===== config.mk =====
export PLATFORM = sky130hd
export DESIGN_NAME = alarm_match_top
export DESIGN_NICKNAME = d
export VERILOG_FILES = /design/src/rtl/alarm_pkg.sv /design/src/rtl/alarm_field_reg.sv /design/src/rtl/alarm_mode_decode.sv /design/src/rtl/alarm_compare.sv /design/src/rtl/alarm_match_top.sv
export SDC_FILE = /design/constraint.sdc
export NUM_CORES = 1
export LEC_CHECK = 0
export ABC_AREA = 1
export ABC_CLOCK_PERIOD_IN_PS = 2570
export BUFFER_PORTS_ARGS = -buffer_cell sky130_fd_sc_hd__buf_2
export CAP_MARGIN = 20
export CORE_ASPECT_RATIO = 0.7
export CORE_UTILIZATION = 58
export DETAILED_ROUTE_END_ITERATION = 10
export PLACE_DENSITY = 0.85
export SYNTH_ARGS = -nofsm -noshare
export SYNTH_HDL_FRONTEND = slang
export SYNTH_SLANG_ARGS = --single-unit

===== constraint.sdc =====
create_clock -name clk -period 2.57 [get_ports clk]
set_input_delay 0.514 -clock clk [delete_from_list [all_inputs] [get_ports clk]]
set_output_delay 0.514 -clock clk [all_outputs]
set_load 0.03 [all_outputs]

===== src/rtl/alarm_pkg.sv =====
package alarm_pkg;
  localparam int BYTE_W     = 8;
  localparam int NUM_FIELDS = 4;
  localparam int SEL_W      = $clog2(NUM_FIELDS);
  localparam int FLAG_BIT   = BYTE_W - 1;

  localparam int F_SEC  = 0;
  localparam int F_MIN  = 1;
  localparam int F_HOUR = 2;
  localparam int F_DATE = 3;

  typedef enum logic [2:0] {
    RPT_MONTH, RPT_DAY, RPT_HOUR, RPT_MINUTE, RPT_SECOND
  } rpt_e;

  // Two BCD digits into binary.
  function automatic logic [BYTE_W-1:0] bcd_value(input logic [BYTE_W-1:0] b);
    logic [BYTE_W-1:0] tens;
    logic [BYTE_W-1:0] ones;
    tens = {4'b0, b[7:4]};
    ones = {4'b0, b[3:0]};
    return tens * 8'd10 + ones;
  endfunction

  // Bits that carry the value of each field.
  function automatic logic [BYTE_W-1:0] field_bits(input int idx);
    case (idx)
      F_SEC, F_MIN: return 8'h7F;
      F_HOUR:       return 8'h3F;
      default:      return 8'h1F;
    endcase
  endfunction

  function automatic int field_lo(input int idx);
    return (idx == F_DATE) ? 1 : 0;
  endfunction

  function automatic int field_hi(input int idx);
    case (idx)
      F_SEC, F_MIN: return 59;
      F_HOUR:       return 23;
      default:      return 255;
    endcase
  endfunction

  function automatic logic [BYTE_W-1:0] field_rst(input int idx);
    return (idx == F_DATE) ? 8'h01 : 8'h00;
  endfunction

  // Flag pattern {date, hour, minute, second} to repeat rate.
  function automatic rpt_e decode_rpt(input logic [NUM_FIELDS-1:0] m);
    case (m)
      4'b0000: return RPT_MONTH;
      4'b1000: return RPT_DAY;
      4'b1100: return RPT_HOUR;
      4'b1110: return RPT_MINUTE;
      default: return RPT_SECOND;
    endcase
  endfunction

  // Fields taking part in the comparison, bit i for field i.
  function automatic logic [NUM_FIELDS-1:0] compare_set(input rpt_e r);
    case (r)
      RPT_MONTH:  return 4'b1111;
      RPT_DAY:    return 4'b0111;
      RPT_HOUR:   return 4'b0011;
      RPT_MINUTE: return 4'b0001;
      default:    return 4'b0000;
    endcase
  endfunction
endpackage


===== src/rtl/alarm_field_reg.sv =====
module alarm_field_reg
  import alarm_pkg::*;
#(
  parameter logic [BYTE_W-1:0] BITS = 8'h7F,
  parameter int                LO   = 0,
  parameter int                HI   = 59,
  parameter logic [BYTE_W-1:0] RST  = 8'h00
) (
  input  logic              clk,
  input  logic              rst_n,
  input  logic              wr_sel,
  input  logic [BYTE_W-1:0] wdata,
  output logic              accept,
  output logic [BYTE_W-1:0] value
);
  logic [BYTE_W-1:0] decoded;
  logic              in_range;

  assign decoded  = bcd_value(wdata & BITS);
  assign in_range = (int'(decoded) >= LO) && (int'(decoded) <= HI);
  assign accept   = wr_sel && in_range;

  always_ff @(posedge clk or negedge rst_n) begin
    if (!rst_n)      value <= RST;
    else if (accept) value <= wdata;
  end
endmodule


===== src/rtl/alarm_mode_decode.sv =====
module alarm_mode_decode
  import alarm_pkg::*;
(
  input  logic [NUM_FIELDS-1:0] flags,
  output rpt_e                  mode,
  output logic [NUM_FIELDS-1:0] cmp_en
);
  assign mode   = decode_rpt(flags);
  assign cmp_en = compare_set(mode);
endmodule


===== src/rtl/alarm_compare.sv =====
module alarm_compare
  import alarm_pkg::*;
(
  input  logic [NUM_FIELDS*BYTE_W-1:0] alarm_flat,
  input  logic [NUM_FIELDS*BYTE_W-1:0] now_flat,
  input  logic [NUM_FIELDS-1:0]        cmp_en,
  output logic                         hit
);
  logic [NUM_FIELDS-1:0] field_eq;

  for (genvar i = 0; i < NUM_FIELDS; i++) begin : g_eq
    localparam logic [BYTE_W-1:0] B = field_bits(i);
    assign field_eq[i] = ((alarm_flat[i*BYTE_W +: BYTE_W] & B) ==
                          (now_flat[i*BYTE_W +: BYTE_W] & B));
  end

  assign hit = &(field_eq | ~cmp_en);
endmodule


===== src/rtl/alarm_match_top.sv =====
module alarm_match_top
  import alarm_pkg::*;
(
  input  logic              clk,
  input  logic              rst_n,
  input  logic              reg_wr,
  input  logic [SEL_W-1:0]  reg_addr,
  input  logic [BYTE_W-1:0] reg_wdata,
  output logic [BYTE_W-1:0] reg_rdata,
  input  logic              tick,
  input  logic [BYTE_W-1:0] now_sec,
  input  logic [BYTE_W-1:0] now_min,
  input  logic [BYTE_W-1:0] now_hour,
  input  logic [BYTE_W-1:0] now_date,
  output logic              irq
);
  localparam int FLAT_W = NUM_FIELDS * BYTE_W;

  logic [NUM_FIELDS-1:0] wr_sel;
  logic [NUM_FIELDS-1:0] acc;
  logic [NUM_FIELDS-1:0] mask_bits;
  logic [NUM_FIELDS-1:0] cmp_en;
  logic [FLAT_W-1:0]     alarm_flat;
  logic [FLAT_W-1:0]     now_flat;
  logic [BYTE_W-1:0]     alarm_arr [NUM_FIELDS];
  logic                  wr_accept;
  logic                  match_hit;
  rpt_e                  rpt_mode;

  assign now_flat = {now_date, now_hour, now_min, now_sec};

  for (genvar i = 0; i < NUM_FIELDS; i++) begin : g_field
    assign wr_sel[i] = reg_wr && (reg_addr == SEL_W'(i));
    alarm_field_reg #(
      .BITS(field_bits(i)),
      .LO  (field_lo(i)),
      .HI  (field_hi(i)),
      .RST (field_rst(i))
    ) u_reg (
      .clk   (clk),
      .rst_n (rst_n),
      .wr_sel(wr_sel[i]),
      .wdata (reg_wdata),
      .accept(acc[i]),
      .value (alarm_flat[i*BYTE_W +: BYTE_W])
    );
    assign alarm_arr[i] = alarm_flat[i*BYTE_W +: BYTE_W];
    assign mask_bits[i] = alarm_flat[i*BYTE_W + FLAG_BIT];
  end

  assign wr_accept = |acc;
  assign reg_rdata = alarm_arr[reg_addr];

  alarm_mode_decode u_mode (
    .flags (mask_bits),
    .mode  (rpt_mode),
    .cmp_en(cmp_en)
  );

  alarm_compare u_cmp (
    .alarm_flat(alarm_flat),
    .now_flat  (now_flat),
    .cmp_en    (cmp_en),
    .hit       (match_hit)
  );

  always_ff @(posedge clk or negedge rst_n) begin
    if (!rst_n) irq <= 1'b0;
    else        irq <= tick && match_hit;
  end
endmodule


# Word-level counts from Yosys, hierarchy flattened
# Cells that the tools add are included.
totals:
  register_bits: 33
  latchBits: 0
  ramBits: 0
  romBits: 0
  out_inout_bits: 9
  memories: 0
classes:
  n_addsub: 3
  multipliers: 3
  div: 0
  order_cmp: 4
  n_eq_ne: 13
  shift: 0
  n_mux: 5
  bitwise_logic: 3
  n_reduce_logical: 13
ops:
  columns: ["cell", "count"]
  rows:
  - ["adder 8 x 4 -> 8 bit", 3]
  - ["binary-select mux 8 bit (select 2 bit)", 1]
  - ["two-way mux 8 bit", 2]
  - ["case mux 4 bit (4 select lines)", 1]
  - ["equality test 7 bit", 2]
  - ["equality test 4 bit, second input constant", 3]
  - ["case mux 3 bit (4 select lines)", 1]
  - ["logical AND 1 bit", 9]
  - ["greater-or-equal comparator 8 x 1 -> 1 bit, second input constant", 1]
  - ["<= comparator 8 x 5 -> 1 bit, second input constant", 1]
  - ["<= comparator 8 x 6 -> 1 bit, second input constant", 1]
  - ["equality test 3 x 2 -> 1 bit, second input constant", 2]
  - ["equality test 6 bit", 1]
  - ["multiplier 3 x 3 -> 6 bit, second input constant", 1]
  - ["equality test 5 bit", 1]
  - ["multiplier 2 x 3 -> 5 bit, second input constant", 1]
  - ["equality test 2 bit, second input constant", 2]
  - ["zero test 4 bit", 1]
  - ["multiplier 1 x 3 -> 4 bit, second input constant", 1]
  - ["inverter 4 bit", 1]
  - ["bitwise OR 4 bit", 1]
  - ["AND reduction 4 bit", 1]
  - ["equality test 3 x 1 -> 1 bit, second input constant", 1]
  - ["greater-or-equal comparator 3 bit, second input constant", 1]
  - ["4 further kinds", 4]

# Logic depth before layout (Yosys ltp)
depth:
  word_depth: 8
  depth_mapped: 12
  depth_no_buf: 12

# Modules after synthesis
# A second synthesis with hierarchy kept.
hier_totals:
  hier_cells: 478
  hier_area_um2: 3088.0
modules_own_cells:
  columns: ["mod", "n_inst", "cells_per_inst", "area_per_inst_um2", "seq_area_each_um2"]
  rows:
  - ["alarm_field_reg (g_field[0].u_reg ...)", 2, 70, 580.6, 200.2]
  - ["alarm_compare", 1, 127, 513.0, 0.0]
  - ["alarm_field_reg (g_field[2].u_reg)", 1, 53, 485.5, 200.2]
  - ["alarm_match_top", 1, 86, 417.9, 25.0]
  - ["alarm_field_reg (g_field[3].u_reg)", 1, 48, 415.4, 201.4]
  - ["alarm_mode_decode", 1, 24, 95.1, 0.0]

# Worst setup path after synthesis
# No wires, ideal clock.
synth_path:
  kind: "input port to flip-flop"
  start: "in reg_wdata[1]"
  end: "reg g_field[0].u_reg.value[0]"
  setup_ps: 117
  arrival_time_ps: 1932
  required_time_ps: 2453
  path_slack_ps: 521
  cell_stages: 11
  n_path_buf: 1
  path_cell_list: "ha_1 -> fa_1 -> nand2_1 -> nand2_1 -> nand2_1 -> nor2_1 -> nor2_2 -> nand2_4 -> buf_6 -> nand4_1 -> nand2_1"
synth_via:
  elab_chain_cells: 3
synth_rtl:
  columns: ["element", "line_no", "source"]
  rows:
  - ["from (decl)", "alarm_match_top.sv:8", "input logic [BYTE_W-1:0] reg_wdata,"]
  - ["adder 8 x 4 -> 8 bit", "alarm_pkg.sv:22", "return tens * 8'd10 + ones;"]
  - ["<= comparator 8 x 6 -> 1 bit", "alarm_field_reg.sv:20", "assign in_range = (int'(decoded) >= LO) && (int'(decoded) <= HI);"]
  - ["logical AND 1 bit", "alarm_field_reg.sv:21", "assign accept = wr_sel && in_range;"]
  - ["to (signal assigned)", "alarm_field_reg.sv:25", "else if (accept) value <= wdata;"]
  - ["to (decl)", "alarm_field_reg.sv:14", "output logic [BYTE_W-1:0] value"]
# Every way passes these cells.
# A chain may end at the register's enable or synchronous reset.

# Final worst setup path
layout_path:
  start: "in reg_addr[1]"
  end: "out reg_rdata[2]"
layout_via:
  elab_chain_cells: 4
layout_rtl:
  columns: ["element", "line_no", "source"]
  rows:
  - ["from (decl)", "alarm_match_top.sv:7", "input logic [SEL_W-1:0] reg_addr,"]
  - ["inverter 2 -> 3 bit (not written as such)", "alarm_match_top.sv:52", "assign reg_rdata = alarm_arr[reg_addr];"]
  - ["binary-select mux 8 bit (select 2 bit)", "alarm_match_top.sv:52", null]
  - ["two-way mux 8 bit (not written as such) (2 in a row)", "alarm_match_top.sv:52", null]
  - ["to (decl)", "alarm_match_top.sv:9", "output logic [BYTE_W-1:0] reg_rdata,"]
# Every way passes these cells. The select of a mux whose other input is x is not followed.

==> flow_metrics.env <==
export IMPL_status="finished, final reports clean"
export IMPL_post_synth_num_cell_types=34
export IMPL_synth_seq_cells=33
export IMPL_dr_first_iter_drc_count=345
export IMPL_synth_cells=305
export IMPL_grt_first_pass_wirelength_um=10200
export IMPL_antenna_violations_before_repair=0
export IMPL_netlist_area_um2=2370
export IMPL_wl_per_cell_um=14.8
export IMPL_grt_overflow=0
export IMPL_hold_path_class="in2async"
export IMPL_setup_viol=0
export IMPL_pwr_density_cell_nw_per_um2=652
export IMPL_p_leak_uw=0.00145
export IMPL_postSynthNetCount=361
export IMPL_place_hpwl_um=4540
export IMPL_criticalPathCategory="in2out"
export IMPL_placementRows=19
export IMPL_clock_tree_from_tritoncts="built"
export IMPL_timing_critical_path_from="reg_addr[1]"
export IMPL_synthArstFlopShare=1.00
export IMPL_pin_count_of_the_biggest_net_entering_global_routing=34
export IMPL_power_internal_uw=1080
export IMPL_dr_total_vias=2320
export IMPL_ys_flop_type="sky130_fd_sc_hd__dfrtp_1"
export IMPL_synth_largest_type_area_fraction=0.338
export IMPL_wl_um=6110
export IMPL_worst_endpoint_arrival_ns=1.66
export IMPL_number_of_enable_type_register_cells_in_the_synthesized_netlist=0
export IMPL_timing_worst_slew_pin_value_ns=0.736
export IMPL_die_h_um=55.5
export IMPL_final_min_period_over_clock_period=0.847
export IMPL_placeableCoreArea_um2=3920
export IMPL_clkSlewWorstSetupHoldPaths_ns=0.07
export IMPL_critical_path_peak_fanout=17
export IMPL_insertedDiodeCount=0
export IMPL_fillerInstances=341
export IMPL_switching_share_of_power=0.398
export IMPL_multiInputGateArea_um2=1400
export IMPL_yosysTopAreaCell="sky130_fd_sc_hd__dfrtp_1"
export IMPL_grt_pass1_vias=2155
export IMPL_clk_latency_worst_skew_pair_ns=0.30
export IMPL_maxSlewHeadroom=0.510
export IMPL_gp_congestion=0.854
export IMPL_hold_viol=0
export IMPL_worst_setup_path_start_kind="input pin"
export IMPL_tritoncts_buffers=5
export IMPL_critPathRequiredTime_ns=2.06
export IMPL_post_cts_setup_buffer_count=0
export IMPL_dieWidth_um=78.4
export IMPL_post_cts_gate_resize_count=0
export IMPL_synth_sequential_area_ratio=0.349
export IMPL_dp_worst_setup_slack_ns=0.195
export IMPL_r2r_start="g_field[2].u_reg.value[4]"
export IMPL_cts_htree_levels=2
export IMPL_final_setup_tns_ns=0
export IMPL_r2r_worst_path_cells=6
export IMPL_ant_nets=0
export IMPL_layout_min_cycle_time_ns=2.18
export IMPL_clock_skew_final_ns=0.00393
export IMPL_die_area_um2=4350
export IMPL_synth_avg_cell_area_um2=7.78
export IMPL_power_share_sequential=0.427
export IMPL_groute_usage_overall=0.313
export IMPL_top_level_i_o_count=55
export IMPL_end_kind="primary output"
export IMPL_power_switching_uw=713
export IMPL_cts_sinks=33
export IMPL_seq_area_um2=827
export IMPL_drv_max_cap_violation_count=0
export IMPL_cts_root_to_sink_buffers=2
export IMPL_drt_pass1_iter_count=4
export IMPL_clock_root_buffer="sky130_fd_sc_hd__clkbuf_8"
export IMPL_layout_area_overhead_vs_synth_pct=15.8
export IMPL_synth_yosys_warnings=0
export IMPL_starting_utilization_of_the_core_area=0.605
export IMPL_clock_power_share=0.216
export IMPL_finalMaxSlewViolations=0
export IMPL_port_buffers=47
export IMPL_synthTopCellsByArea="sky130_fd_sc_hd__dfrtp_1 34%, sky130_fd_sc_hd__nand2_1 15%, sky130_fd_sc_hd__nand3_1 8.4%"
export IMPL_final_nets=415
export IMPL_holdBufCountCts=0
export IMPL_p_comb_frac=0.358
export IMPL_drc=0
export IMPL_grt_setup_unrepaired="false"
export IMPL_share_of_layout_cells_above_drive_strength_1=0.228
export IMPL_timing_final_ws_setup_ns=0.394
export IMPL_ir_drop_worst_vdd_uv=307
export IMPL_clock_fmax_mhz=460
export IMPL_via_per_inst=5.63
[critical path, cell delays in order]
cell and delay (ns):
sky130_fd_sc_hd__buf_2 0.32, sky130_fd_sc_hd__nor2_1 0.07, sky130_fd_sc_hd__buf_4 0.18, sky130_fd_sc_hd__a22oi_1 0.26, sky130_fd_sc_hd__nand3_1 0.11, sky130_fd_sc_hd__buf_2 0.19
[layer usage]
layer | vias to the layer above | part of all wire | GRT usage
met5 | - | 0 | 0
met3 | 24 | 0.082 | 0.0595
met1 | 1058 | 0.43 | 0.431
met2 | 98 | 0.45 | 0.476
met4 | 0 | 0.038 | 0.151
li1 | 1140 | - | -
[synth_stat cells (3+ instances only)]
library cell              count
sky130_fd_sc_hd__nand3_1     40
sky130_fd_sc_hd__nor3_1       4
sky130_fd_sc_hd__o21ai_1      3
sky130_fd_sc_hd__nand2_1     95
sky130_fd_sc_hd__a21oi_1      4
sky130_fd_sc_hd__nor3_4       3
sky130_fd_sc_hd__inv_1       20
sky130_fd_sc_hd__nor2_1      19
sky130_fd_sc_hd__a22oi_1      7
sky130_fd_sc_hd__nand4_1     17
sky130_fd_sc_hd__xor2_1      12
sky130_fd_sc_hd__xnor2_1     10
sky130_fd_sc_hd__buf_6        3
sky130_fd_sc_hd__ha_1         9
sky130_fd_sc_hd__dfrtp_1     32
sky130_fd_sc_hd__nand2_4      3
[final timing paths]
path                       slack, ns                         to
setup / recovery                0.39               reg_rdata[2]
hold / removal                  0.27  g_field[2].u_reg.value[0]
setup reg to reg                1.41                        irq
hold reg to reg                 0.47  g_field[2].u_reg.value[6]
max in group asynchronous       1.83  g_field[1].u_reg.value[3]
min in group clk                0.44                        irq
[state kept, by name, indices dropped and copies added (netlist names)]
name	count
irq	1
g_field.u_reg.value	32
[layout by cell type, fill, tap and decap left out, types with 2 or more instances in the layout]
master	count
sky130_fd_sc_hd__clkinv_2	2
sky130_fd_sc_hd__nor3_1	4
sky130_fd_sc_hd__a22oi_1	7
sky130_fd_sc_hd__xor2_1	12
sky130_fd_sc_hd__nand2_2	2
sky130_fd_sc_hd__inv_1	20
sky130_fd_sc_hd__o21ai_1	3
sky130_fd_sc_hd__nand2_4	3
sky130_fd_sc_hd__clkbuf_8	5
sky130_fd_sc_hd__buf_2	47
sky130_fd_sc_hd__nand3_1	40
sky130_fd_sc_hd__ha_1	9
sky130_fd_sc_hd__nand4_1	17
sky130_fd_sc_hd__dfrtp_1	32
sky130_fd_sc_hd__nor2_1	19
sky130_fd_sc_hd__nor2_2	2
sky130_fd_sc_hd__inv_2	2
sky130_fd_sc_hd__buf_4	5
sky130_fd_sc_hd__nor3_4	3
sky130_fd_sc_hd__nand3_4	2
sky130_fd_sc_hd__nand2_1	95
sky130_fd_sc_hd__a21oi_1	4
sky130_fd_sc_hd__a21oi_2	2
sky130_fd_sc_hd__o221ai_1	2
sky130_fd_sc_hd__xnor2_1	10
[cell type report]
class	instances	area share
multi-input cells	243	0.510
flip-flops and latches	33	0.301
repair buffers	52	0.0993
inverters	24	0.0364
clock buffers	6	0.0264
well taps	52	0.0237
clock inverters	2	0.00364
[power by group through the flow]
stage / sequential (uW) / combinational (uW) / clock [uW]
after floorplan: 746 / 472 / 0
after global placement: 767 / 615 / 0
after detailed placement: 772 / 638 / 0
after CTS: 763 / 641 / 382
after global routing: 782 / 726 / 403
final: 765 / 641 / 387
[kinds of logic (layout without fill, tap and decap cells)]
group | after synthesis | in the layout | synth area share
adders and majority gates | 10 | 10 | 0.0559
and+or+nand+nor | 190 | 190 | 0.391
xor gates and xnor gates | 22 | 22 | 0.0812
AOI/OAI and AO/OA | 21 | 21 | 0.0617
DFF | 33 | 33 | 0.349
buffers and inverters | 29 | 84 | 0.0612
[metrics by stage]
stage	power [uW]	area, um^2	std cells	hold WS [ns]	util
after floorplan	1220	2370	305	0.218	-
after global placement	1380	2670	404	0.454	0.679
after detailed placement	1410	2670	404	0.460	0.679
after CTS	1790	2750	412	0.297	0.700
after global routing	1910	2750	412	0.335	0.700
final	1790	2750	412	0.272	0.700
Note: power is estimated with default switching activity, not from simulation.
